## config.mk

```make
export PLATFORM = sky130hd
export DESIGN_NAME = rx_ring_wb_engine
export DESIGN_NICKNAME = d
export VERILOG_FILES = /design/src/rtl/rx_ring_pkg.sv /design/src/rtl/rx_ring_cfg_regs.sv /design/src/rtl/rx_ring_ptr.sv /design/src/rtl/rx_ring_wb_engine.sv
export SDC_FILE = /design/constraint.sdc
export NUM_CORES = 1
export LEC_CHECK = 0
export BUFFER_PORTS_ARGS = -buffer_cell sky130_fd_sc_hd__buf_2
export CAP_MARGIN = 40
export CORE_AREA = 2 2 167 169
export CTS_BUF_LIST = sky130_fd_sc_hd__clkbuf_8
export DETAILED_ROUTE_END_ITERATION = 16
export DIE_AREA = 0 0 169 171
export PLACE_DENSITY = 0.78
export SLEW_MARGIN = 20
export SYNTH_ARGS = -nofsm -noshare
export SYNTH_HDL_FRONTEND = slang
export SYNTH_SLANG_ARGS = --single-unit
export TNS_END_PERCENT = 10
```

## constraint.sdc

```tcl
create_clock -name clk -period 4.2 [get_ports clk]
set_input_delay 0.84 -clock clk [delete_from_list [all_inputs] [get_ports clk]]
set_output_delay 0.84 -clock clk [all_outputs]
set_load 0.03 [all_outputs]
```

## src/rtl/rx_ring_pkg.sv

```systemverilog
package rx_ring_pkg;

    typedef enum logic [2:0] {
        ST_IDLE,
        ST_FETCH,
        ST_DATA,
        ST_DROP,
        ST_WB0,
        ST_WB1
    } eng_state_e;

    localparam int unsigned LEN_W        = 15;
    localparam int unsigned DONE_POS     = 0;
    localparam int unsigned EOP_POS      = 1;
    localparam int unsigned CSUM_ERR_POS = 19;
    localparam int unsigned PTYPE_LSB    = 30;
    localparam int unsigned LEN_LSB      = 38;

    typedef struct packed {
        logic [31:0]      hash;
        logic [15:0]      tag;
        logic [15:0]      ctx;
        logic [7:0]       ptype;
        logic [LEN_W-1:0] len;
        logic             csum_bad;
    } rx_meta_t;

    function automatic logic [63:0] fmt_word0(rx_meta_t m);
        return {m.hash, m.tag, m.ctx};
    endfunction

    function automatic logic [63:0] fmt_word1(rx_meta_t m);
        logic [63:0] w;
        w = '0;
        w[DONE_POS]                    = 1'b1;
        w[EOP_POS]                     = 1'b1;
        w[CSUM_ERR_POS]                = m.csum_bad;
        w[PTYPE_LSB +: 8]              = m.ptype;
        w[LEN_LSB +: LEN_W]            = m.len;
        return w;
    endfunction

endpackage

```

## src/rtl/rx_ring_cfg_regs.sv

```systemverilog
module rx_ring_cfg_regs #(
    parameter int AW    = 32,
    parameter int IDX_W = 8
) (
    input  logic             clk,
    input  logic             rst_n,
    input  logic             cfg_wr,
    input  logic [1:0]       cfg_sel,
    input  logic [AW-1:0]    cfg_wdata,
    output logic [AW-1:0]    ring_base,
    output logic [IDX_W:0]   ring_len,
    output logic [IDX_W-1:0] ring_head,
    output logic             len_wr
);
    typedef struct packed {
        logic [AW-1:0]    base;
        logic [IDX_W:0]   len;
        logic [IDX_W-1:0] head;
    } cfg_t;

    cfg_t cfg_q, cfg_d;

    always_comb begin
        cfg_d  = cfg_q;
        len_wr = 1'b0;
        if (cfg_wr) begin
            case (cfg_sel)
                2'd0: cfg_d.base = cfg_wdata;
                2'd1: begin
                    cfg_d.len = cfg_wdata[IDX_W:0];
                    len_wr    = 1'b1;
                end
                2'd2: cfg_d.head = cfg_wdata[IDX_W-1:0];
                default: ;
            endcase
        end
    end

    always_ff @(posedge clk) begin
        if (!rst_n) cfg_q <= '0;
        else        cfg_q <= cfg_d;
    end

    assign ring_base = cfg_q.base;
    assign ring_len  = cfg_q.len;
    assign ring_head = cfg_q.head;
endmodule

```

## src/rtl/rx_ring_ptr.sv

```systemverilog
module rx_ring_ptr #(
    parameter int AW    = 32,
    parameter int IDX_W = 8
) (
    input  logic             clk,
    input  logic             rst_n,
    input  logic             clear,
    input  logic             advance,
    input  logic [AW-1:0]    base,
    input  logic [IDX_W:0]   len,
    input  logic [IDX_W-1:0] head,
    output logic [IDX_W-1:0] idx,
    output logic             full,
    output logic [AW-1:0]    desc_addr
);
    localparam int LW         = IDX_W + 1;
    localparam int DESC_SHIFT = 4;

    logic [IDX_W-1:0] idx_q, idx_d;
    logic             at_end;

    always_comb begin
        at_end = ({1'b0, idx_q} == (len - LW'(1)));
        idx_d  = idx_q;
        if (clear)        idx_d = '0;
        else if (advance) idx_d = at_end ? '0 : idx_q + IDX_W'(1);
    end

    always_ff @(posedge clk) begin
        if (!rst_n) idx_q <= '0;
        else        idx_q <= idx_d;
    end

    assign idx       = idx_q;
    assign full      = (head == idx_q);
    assign desc_addr = base + (AW'(idx_q) << DESC_SHIFT);
endmodule

```

## src/rtl/rx_ring_wb_engine.sv

```systemverilog
module rx_ring_wb_engine
    import rx_ring_pkg::*;
#(
    parameter int AW    = 32,
    parameter int IDX_W = 8
) (
    input  logic             clk,
    input  logic             rst_n,
    input  logic             cfg_wr,
    input  logic [1:0]       cfg_sel,
    input  logic [AW-1:0]    cfg_wdata,
    input  logic             in_valid,
    output logic             in_ready,
    input  logic [63:0]      in_data,
    input  logic             in_last,
    input  logic [14:0]      in_len,
    input  logic [7:0]       in_ptype,
    input  logic             in_csum_bad,
    input  logic [15:0]      in_tag,
    input  logic [15:0]      in_ctx,
    input  logic [31:0]      in_hash,
    output logic             mem_rd_en,
    output logic [AW-1:0]    mem_rd_addr,
    input  logic [63:0]      mem_rd_data,
    output logic             mem_wr_en,
    output logic [AW-1:0]    mem_wr_addr,
    output logic [63:0]      mem_wr_data,
    output logic [IDX_W-1:0] hw_idx,
    output logic [31:0]      drop_count
);
    localparam logic [AW-1:0] BEAT_BYTES = AW'(8);
    localparam logic [AW-1:0] WORD1_OFS  = AW'(8);

    logic [AW-1:0]    ring_base;
    logic [IDX_W:0]   ring_len;
    logic [IDX_W-1:0] ring_head;
    logic             len_wr;
    logic [AW-1:0]    desc_addr;
    logic             ring_full;
    logic             advance;
    logic [63-AW:0]   unused_rd_hi;

    rx_ring_cfg_regs #(.AW(AW), .IDX_W(IDX_W)) u_cfg (
        .clk       (clk),
        .rst_n     (rst_n),
        .cfg_wr    (cfg_wr),
        .cfg_sel   (cfg_sel),
        .cfg_wdata (cfg_wdata),
        .ring_base (ring_base),
        .ring_len  (ring_len),
        .ring_head (ring_head),
        .len_wr    (len_wr)
    );

    rx_ring_ptr #(.AW(AW), .IDX_W(IDX_W)) u_ptr (
        .clk       (clk),
        .rst_n     (rst_n),
        .clear     (len_wr),
        .advance   (advance),
        .base      (ring_base),
        .len       (ring_len),
        .head      (ring_head),
        .idx       (hw_idx),
        .full      (ring_full),
        .desc_addr (desc_addr)
    );

    typedef struct packed {
        eng_state_e    state;
        logic [AW-1:0] buf_addr;
        logic [AW-1:0] off;
        rx_meta_t      meta;
        logic [31:0]   drops;
    } eng_t;

    eng_t q, d;

    assign unused_rd_hi = mem_rd_data[63:AW];

    always_comb begin
        d           = q;
        in_ready    = 1'b0;
        advance     = 1'b0;
        mem_rd_en   = 1'b0;
        mem_rd_addr = desc_addr;
        mem_wr_en   = 1'b0;
        mem_wr_addr = '0;
        mem_wr_data = '0;
        case (q.state)
            ST_IDLE: begin
                if (in_valid) begin
                    if (ring_full) begin
                        d.state = ST_DROP;
                    end else begin
                        mem_rd_en = 1'b1;
                        d.state   = ST_FETCH;
                    end
                end
            end
            ST_FETCH: begin
                d.buf_addr = mem_rd_data[AW-1:0];
                d.off      = '0;
                d.state    = ST_DATA;
            end
            ST_DATA: begin
                in_ready = 1'b1;
                if (in_valid) begin
                    mem_wr_en   = 1'b1;
                    mem_wr_addr = q.buf_addr + q.off;
                    mem_wr_data = in_data;
                    d.off       = q.off + BEAT_BYTES;
                    if (in_last) begin
                        d.meta.hash     = in_hash;
                        d.meta.tag      = in_tag;
                        d.meta.ctx      = in_ctx;
                        d.meta.ptype    = in_ptype;
                        d.meta.len      = in_len;
                        d.meta.csum_bad = in_csum_bad;
                        d.state         = ST_WB0;
                    end
                end
            end
            ST_DROP: begin
                in_ready = 1'b1;
                if (in_valid && in_last) begin
                    d.drops = q.drops + 32'd1;
                    d.state = ST_IDLE;
                end
            end
            ST_WB0: begin
                mem_wr_en   = 1'b1;
                mem_wr_addr = desc_addr;
                mem_wr_data = fmt_word0(q.meta);
                d.state     = ST_WB1;
            end
            ST_WB1: begin
                mem_wr_en   = 1'b1;
                mem_wr_addr = desc_addr + WORD1_OFS;
                mem_wr_data = fmt_word1(q.meta);
                advance     = 1'b1;
                d.state     = ST_IDLE;
            end
            default: d.state = ST_IDLE;
        endcase
    end

    always_ff @(posedge clk) begin
        if (!rst_n) begin
            q       <= '0;
            q.state <= ST_IDLE;
        end else begin
            q <= d;
        end
    end

    assign drop_count = q.drops;
endmodule

```

# Word-level counts from Yosys, hierarchy flattened
# Cells that the tools add are included.
# totals
output_inout_bits	171
in_bits	255
word_cells	72
reg_bits	244
# classes
muxes	23
eq_ne	13
n_addsub	7
n_reduce_logical	14
bitwise	1
# ops
cell	count
$pmux W64 S3	1
$mux W120	1
$pmux W32 S3	1
$mux W88	1
$add A32 B4 Y32 const B	2
$mux W64	1
$pmux W32 S2	1
$add A32 B1 Y32 const B	1
$add A32 B12 Y32	1
$add A32 B32 Y32	1
$mux W32	1
$pmux W3 S5	1
$mux W3	4
$reduce_and A2 Y1	5
$eq A8 B9 Y1	1
$sub A9 B1 Y9 const B	1
$add A8 B1 Y8 const B	1
$eq A8 B8 Y1	1
$mux W1	8
$mux W8	1
$ne A2 B2 Y1 const B	4
$eq A3 B2 Y1 const B	2
$eq A3 B3 Y1 const B	2
$reduce_or A2 Y1	3
12 further kinds	12

# Logic depth before layout (Yosys ltp)
# Gate-level depths: netlist of run 1.
# logic_depth
depth_word	4
mapped_depth	12
depth_no_buf	11

# By module
# Synthesis of run 1 repeated with hierarchy kept, for this count alone.
# unflattened
cells_unflattened	1762
hier_area_um2	14201.1
# by_module_without_submodules
module	area_each_um2	seq_area_each_um2	n_inst	cells_each
rx_ring_wb_engine	10686.5	3683.5	1	1366
rx_ring_cfg_regs	1934.4	980.9	1	198
rx_ring_ptr	1580.3	160.2	1	198

# Worst setup path after synthesis of run 1
# OpenSTA, ideal clock, no wires.
# synth_timing
path_kind	register to output
from	register u_ptr.idx_q[0], in the netlist u_ptr.idx[0]
to	output port mem_wr_addr[26]
slack_ps	-450
stages_incl_launch_ff	12
path_buffers	0
required_ps	3360
arrival_time_ps	3810
cell_sequence	dfxtp_1 > ha_1 > fa_1 > a211oi_1 > o21ai_0 > xor2_1 > and2b_1 > nand4_1 > and4bb_4 > nand4_1 > xor2_1 > o22ai_1
# synth_via
elab_chain_len	3
# synth_lines
element	line_no	rtl
start: declaration	rx_ring_ptr.sv:19	logic [IDX_W-1:0] idx_q, idx_d;
start signal: assignment	rx_ring_ptr.sv:31	else idx_q <= idx_d;
$add A32 B12 Y32	rx_ring_ptr.sv:36	assign desc_addr = base + (AW'(idx_q) << DESC_SHIFT);
via mem_rd_addr[10]	rx_ring_wb_engine.sv:23	output logic [AW-1:0] mem_rd_addr,
$add A32 B4 Y32	rx_ring_wb_engine.sv:138	mem_wr_addr = desc_addr + WORD1_OFS;
$pmux W32 S3	rx_ring_wb_engine.sv:89	case (q.state)
end: declaration	rx_ring_wb_engine.sv:26	output logic [AW-1:0] mem_wr_addr,
# The timed path passes the listed nets, and every way through them passes these cells.

# Final worst setup path of run 1
# layout_timing
from	register u_ptr.idx_q[0], in the netlist u_ptr.idx[0]
to	output port mem_wr_addr[26]
# layout_via
elab_chain_len	3
# layout_lines
element	line_no
$add A32 B12 Y32 *	rx_ring_ptr.sv:36
$add A32 B4 Y32	rx_ring_wb_engine.sv:138
$pmux W32 S3 *	rx_ring_wb_engine.sv:89
# Every way passes the cells marked *; elsewhere a longest branch is shown, timed or not.

==> run metrics, run 1 <==
Yosys warning count=0; area leader, netlist=dfxtp_1; Die Span Y=171 um; routed wire length=42100 um; DR pass1 iterations=5; initial antenna violation count=4; register area share after synthesis=0.360; Combinational Power Share=0.139; post-route cell area=16600 um2; dpl hpwl=31100 um; drc violations=0; Yosys reg bits=241; Final Max Slew Viols=0; post-route setup TNS=-3370 ps; Starting Density=0.490; outcome=finished with violations; Final Non-Filler Cells=2468; Slew @ Worst Pin=707 ps; Post-Place Setup Slack=11.0 ps; power share of the clock group=0.411; CP Max Fanout=4; clk_skew=20.2 ps; chip width=169 um; count of cell types in the netlist=74; most common cell after layout, fill and taps aside=nand2_1; TritonCTS clock tree=built; GR Util All Layers=0.274; Reg power frac=0.451; Pwr per Cell Area=322 nW/um2; Area contributors post-synth=dfxtp_1 36%, nand2_1 11%, a21oi_1 7.6%, xor2_1 4.4%, ha_1 3.8%; placed cell count=2387; violated checks=negative setup slack; RSZ-0062 raised after global routing=true; core region area=27300 um2; Final Worst Setup Slack=-306 ps; H-tree levels=2; Nets=2389; DR WL/cell=17.1 um; fin util=0.608; Reg clk slew, reported paths=60 ps; number of global-route vias before repair=12800; gpl congestion=0.907; Max VDD drop=0.240 mV; largest net degree at the start of global routing=105; Static Leak=7.25 nW; P_int=0.00381 W; fmax=222 MHz; Crit. End Element=primary output; worst hold path class=reg2reg; Num CTS Buffers=43; P&R area growth vs syn=24.0%; layout cells sized above 1=0.263; vias per cell=5.59; hold_buf cts=0; FFs w/ async S/R, synth=0; Clk Latency, worst-skew pair=560 ps; Via Count=13800; most frequent cells in the layout=408 x nand2_1, 385 x buf_2, 236 x dfxtp_1, 204 x a21oi_1, 110 x nor2_1; Avg Inst Size Synth=7.65 um2; Setup CP Type=reg2out; fin crit share=1.07; Die Area=28900 um2; Critical Path RT=3360 ps; Root Driver=clkbuf_8; TritonCTS Sinks=241; top cell type's share of synthesized area=0.360; CP arrival=3670 ps; Clock Path Buffers=3; final setup violation count=16; Sw Ratio=0.287; max cap viols=0; Post-synth EDFFs=0; row count=61; synthesized area=13400 um2; IO buf count=393; Setup crit start kind=flip-flop; Detail Route Antenna Nets=0; IO Pins=426; Syn Nets=2047; Post-Syn Instances=1750; Final Hold Fails=0; first-pass GRT wire length=64400 um; GRT overflow=0; Switch Pwr=0.00153 W; Iter 0 DRT Violations=869; fin crit period=4510 ps; Placed Area=15500 um2; slew margin rel.=0.529; main flop type after synthesis=dfxtp_1
worst max-delay path, stage by stage (launching register included):
cell	delay (ps)
dfxtp_2	340
ha_4	180
fa_2	410
a211oi_2	250
o211a_1	230
o31ai_1	140
a211oi_2	320
nand4_1	180
and4bb_4	390
nand4_1	140
xor2_2	200
o22ai_2	170
buf_6	150
power by group through the flow:
stage | registers, W | logic, W | clock network (W)
after CTS | 0.00240 | 0.000734 | 0.00224
after global placement | 0.00245 | 0.000714 | 0
after global routing | 0.00241 | 0.000802 | 0.00235
after floorplan | 0.00243 | 0.000466 | 0
final | 0.00241 | 0.000740 | 0.00219
after detailed placement | 0.00245 | 0.000727 | 0
cell families (layout without fill, tap and decap cells):
group / count (synthesis) / in the layout / synth area share
adders and majority gates: 42 / 42 / 0.0398
AOI/OAI and AO/OA: 405 / 405 / 0.184
xor gates and xnor gates: 123 / 123 / 0.0805
DFF: 241 / 241 / 0.360
and+or+nand+nor: 735 / 735 / 0.246
buffers and inverters: 158 / 528 / 0.0550
other: 0 / 2 / 0
muxes: 46 / 46 / 0.0346
per-layer routing:
metal / global-route usage / part of all wire
met1: 0.334 / 0.41
met2: 0.474 / 0.48
met3: 0.0657 / 0.081
met4: 0.0959 / 0.031
met5: 0 / 0.00050
cell type report:
class / instances / area [um2]
clock inverters: 18 / 100
inverters: 20 / 80.1
clock buffers: 55 / 757
fillers: 2501 / 10700
repair buffers: 435 / 2350
diodes: 2 / 5.00
well taps: 346 / 433
multi-input cells: 1351 / 8050
flip-flops and latches: 241 / 4830
final timing paths:
| kind | depth (start not counted) | to | slack [ps] | start |
|---|---|---|---|---|
| worst min register to register | 2 | q[55] | 450 | q[55] |
| worst max register to register | 11 | u_ptr.idx[7] | 1170 | u_cfg.ring_len[0] |
| worst max-delay path | 12 | mem_wr_addr[26] | -310 | u_ptr.idx[0] |
| worst min-delay path | 2 | q[55] | 450 | q[55] |
per-stage QoR:
step           hold slack [ps]  power (W)
3_3_place_gp               439    0.00316
3_5_place_dp               446    0.00318
6_report                   454    0.00534
2_1_floorplan              433    0.00290
5_1_grt                    475    0.00556
4_1_cts                    454    0.00538
synth_stat cells (all sizes together), types with 3 or more instances:
cell type    n
a211o        3
a211oi      10
a21o        13
a21oi      205
a22o        44
a311oi       3
a31o         3
a31oi        8
and2         8
and3        27
and4         4
buf         49
clkbuf      89
dfxtp      241
ha          41
inv         19
mux2i       44
nand2      410
nand2b       4
nand3       57
nand3b       4
nand4       32
nor2       112
nor2b        9
nor3        17
nor3b        6
nor4         6
o211ai      12
o21a         7
o21ai       54
o21bai       3
o22ai       22
o31ai        3
o32ai        3
or2          9
or3         15
xnor2       55
xor2        68
state kept, by name, indices dropped and copies added (netlist names):
signal and count:
drop_count 32, q 152, u_cfg.ring_base 32, u_cfg.ring_head 8, u_cfg.ring_len 9, u_ptr.idx 8
repair_timing:
item / CTS / global route
gates resized for setup: 31 / 13
hold endpoints to repair: 0 / 0
setup endpoints to repair: 19 / 21
pin swaps: 9 / 5
setup buffers: 2 / 3
Note: power is estimated with default switching activity, not from simulation.
==> inputs of run 2 (changes only) <==
--- a/config.mk
+++ b/config.mk
@@ -12,6 +12,7 @@
 export DETAILED_ROUTE_END_ITERATION = 16
 export DIE_AREA = 0 0 169 171
 export PLACE_DENSITY = 0.78
+export RECOVER_POWER = 25
 export SLEW_MARGIN = 20
 export SYNTH_ARGS = -nofsm -noshare
 export SYNTH_HDL_FRONTEND = slang
==> run 2 against run 1 <==
Against the previous run: critical path depth did not move; combinational power barely moved; final cell count did not move; setup slack improved by 2.7 ps; the flow finishes with violations (max-capacitance violations, max-slew violations, negative setup slack); design area fell by 0.32%; clock-buffer cell count did not move; via count rose by 0.14%; global-route usage did not move; non-clock buffer count did not move.
==> run metrics, run 2 (synthesis gave the netlist of run 1 again) <==
outcome=finished with violations; violated checks=max-capacitance violations, max-slew violations, negative setup slack; TritonCTS Sinks=241 (unchanged); Switch Pwr=0.00153 W (-0.13%); fmax=222 MHz (about the same); DR pass1 iterations=5 (unchanged); Root Driver=clkbuf_8; Starting Density=0.490 (unchanged); GR Util All Layers=0.274 (unchanged); Pwr per Cell Area=322 nW/um2 (+0.27%); Combinational Power Share=0.139 (about the same); most frequent cells in the layout=408 x nand2_1, 353 x buf_2, 237 x dfxtp_1, 204 x a21oi_1, 110 x nor2_1; Slew @ Worst Pin=2610 ps (+1910 ps); IO buf count=393 (unchanged); worst hold path class=reg2reg; vias per cell=5.60 (+0.14%); Num CTS Buffers=43 (unchanged); Top reg by flops=q; P&R area growth vs syn=23.6%; GRT overflow=0 (unchanged); number of global-route vias before repair=12800 (unchanged); chip width=169 um (unchanged); final setup violation count=16 (unchanged); Setup crit start kind=flip-flop; power share of the clock group=0.410 (about the same); Clock Path Buffers=3 (unchanged); first-pass GRT wire length=64400 um (unchanged); Die Area=28900 um2 (unchanged); RSZ-0062 raised after global routing=true; fin crit share=1.07 (about the same); Detail Route Antenna Nets=0 (unchanged); H-tree levels=2 (unchanged); gpl congestion=0.907 (unchanged); slew margin rel.=-0.741 (-1.27); Design Power=0.00534 W (about the same); Setup CP Type=reg2out; largest net degree at the start of global routing=105 (unchanged); fin util=0.606 (-0.00197); Reg clk slew, reported paths=60 ps (about the same); CP arrival=3660 ps (about the same); Sw Ratio=0.287 (about the same); row count=61 (unchanged); dpl hpwl=31100 um (unchanged); Final Worst Setup Slack=-303 ps (+2.69 ps); Die Span Y=171 um (unchanged); most common cell after layout, fill and taps aside=nand2_1; Max VDD drop=0.239 mV (-0.46%); TritonCTS clock tree=built; max cap viols=1 (+1); Iter 0 DRT Violations=844 (-2.9%); Final Hold Fails=0 (unchanged); core region area=27300 um2 (unchanged); max reg flops=152 (unchanged); P_int=0.00381 W (about the same); Reg power frac=0.451 (about the same); IO Pins=426 (unchanged); Crit. End Element=primary output; fin crit period=4500 ps (-2.69 ps); Clk Latency, worst-skew pair=560 ps (about the same); initial antenna violation count=4 (unchanged); Via Count=13800 (+0.14%); Critical Path RT=3360 ps (about the same); routed wire length=42100 um (about the same); Static Leak=7.10 nW (-2.0%); CP Max Fanout=4 (unchanged); DR WL/cell=17.1 um (about the same); drc violations=0 (unchanged); clk_skew=18.7 ps (-1.56 ps); layout cells sized above 1=0.247 (-0.0165); Nets=2389 (unchanged); Final Max Slew Viols=60 (+60)
-- run 2: worst paths after layout --
check	start	end	slack, ps	cells past startpoint
setup reg to reg	q[184]	drop_count[29]	1120	9
hold / removal	q[41]	q[41]	450	2
setup / recovery	u_ptr.idx[0]	mem_wr_addr[26]	-300	12
hold reg to reg	q[41]	q[41]	450	2
-- run 2: cell type report --
class	count	area (um2)
antenna	2	5.00
clock buffer	55	757
clock inverter	18	100
fill	2512	10800
inverter	20	75.1
multi-input combinational	1351	8050
sequential	241	4830
tap	346	433
timing repair buffer	435	2310
-- run 2: stage by stage --
step           TNS, ps  cells  area [um2]  hold slack, ps  setup WS (ps)
2_1_floorplan    -1080   1750       13400             433           -149
3_3_place_gp         0   2387       15500             439           58.7
3_5_place_dp         0   2387       15500             446           11.0
4_1_cts          -3450   2462       16500             454           -305
5_1_grt          -6610   2467       16500             475           -479
6_report         -3340   2468       16600             454           -303
-- run 2: critical path, cell delays in order (launching register included) --
cell      delay (ps)
dfxtp_2          330
ha_4             180
fa_2             410
a211oi_2         250
o211a_1          230
o31ai_1          140
a211oi_2         320
nand4_1          180
and4bb_4         390
nand4_1          140
xor2_2           200
o22ai_2          170
buf_6            150
-- run 2: per-layer routing --
metal | up-vias | track usage | wire length (um)
met5 | - | 0 | 21
met4 | 4 | 0.0959 | 1300
met3 | 102 | 0.0657 | 3400
met2 | 525 | 0.474 | 20000
met1 | 6476 | 0.334 | 17400
li1 | 6720 | - | -
-- run 2: what timing repair did --
action                     CTS  global route
pin swaps                    9             5
setup endpoints to repair   19            21
setup buffers                2             3
hold buffers                 0             0
gates resized for setup     31            13
cloned                       0             0
-- run 2: power by group through the flow --
stage	clock network (W)	logic, W	registers [W]
2_1_floorplan	0	0.000466	0.00243
3_5_place_dp	0	0.000727	0.00245
3_3_place_gp	0	0.000714	0.00245
6_report	0.00219	0.000740	0.00241
5_1_grt	0.00235	0.000802	0.00241
4_1_cts	0.00224	0.000734	0.00240
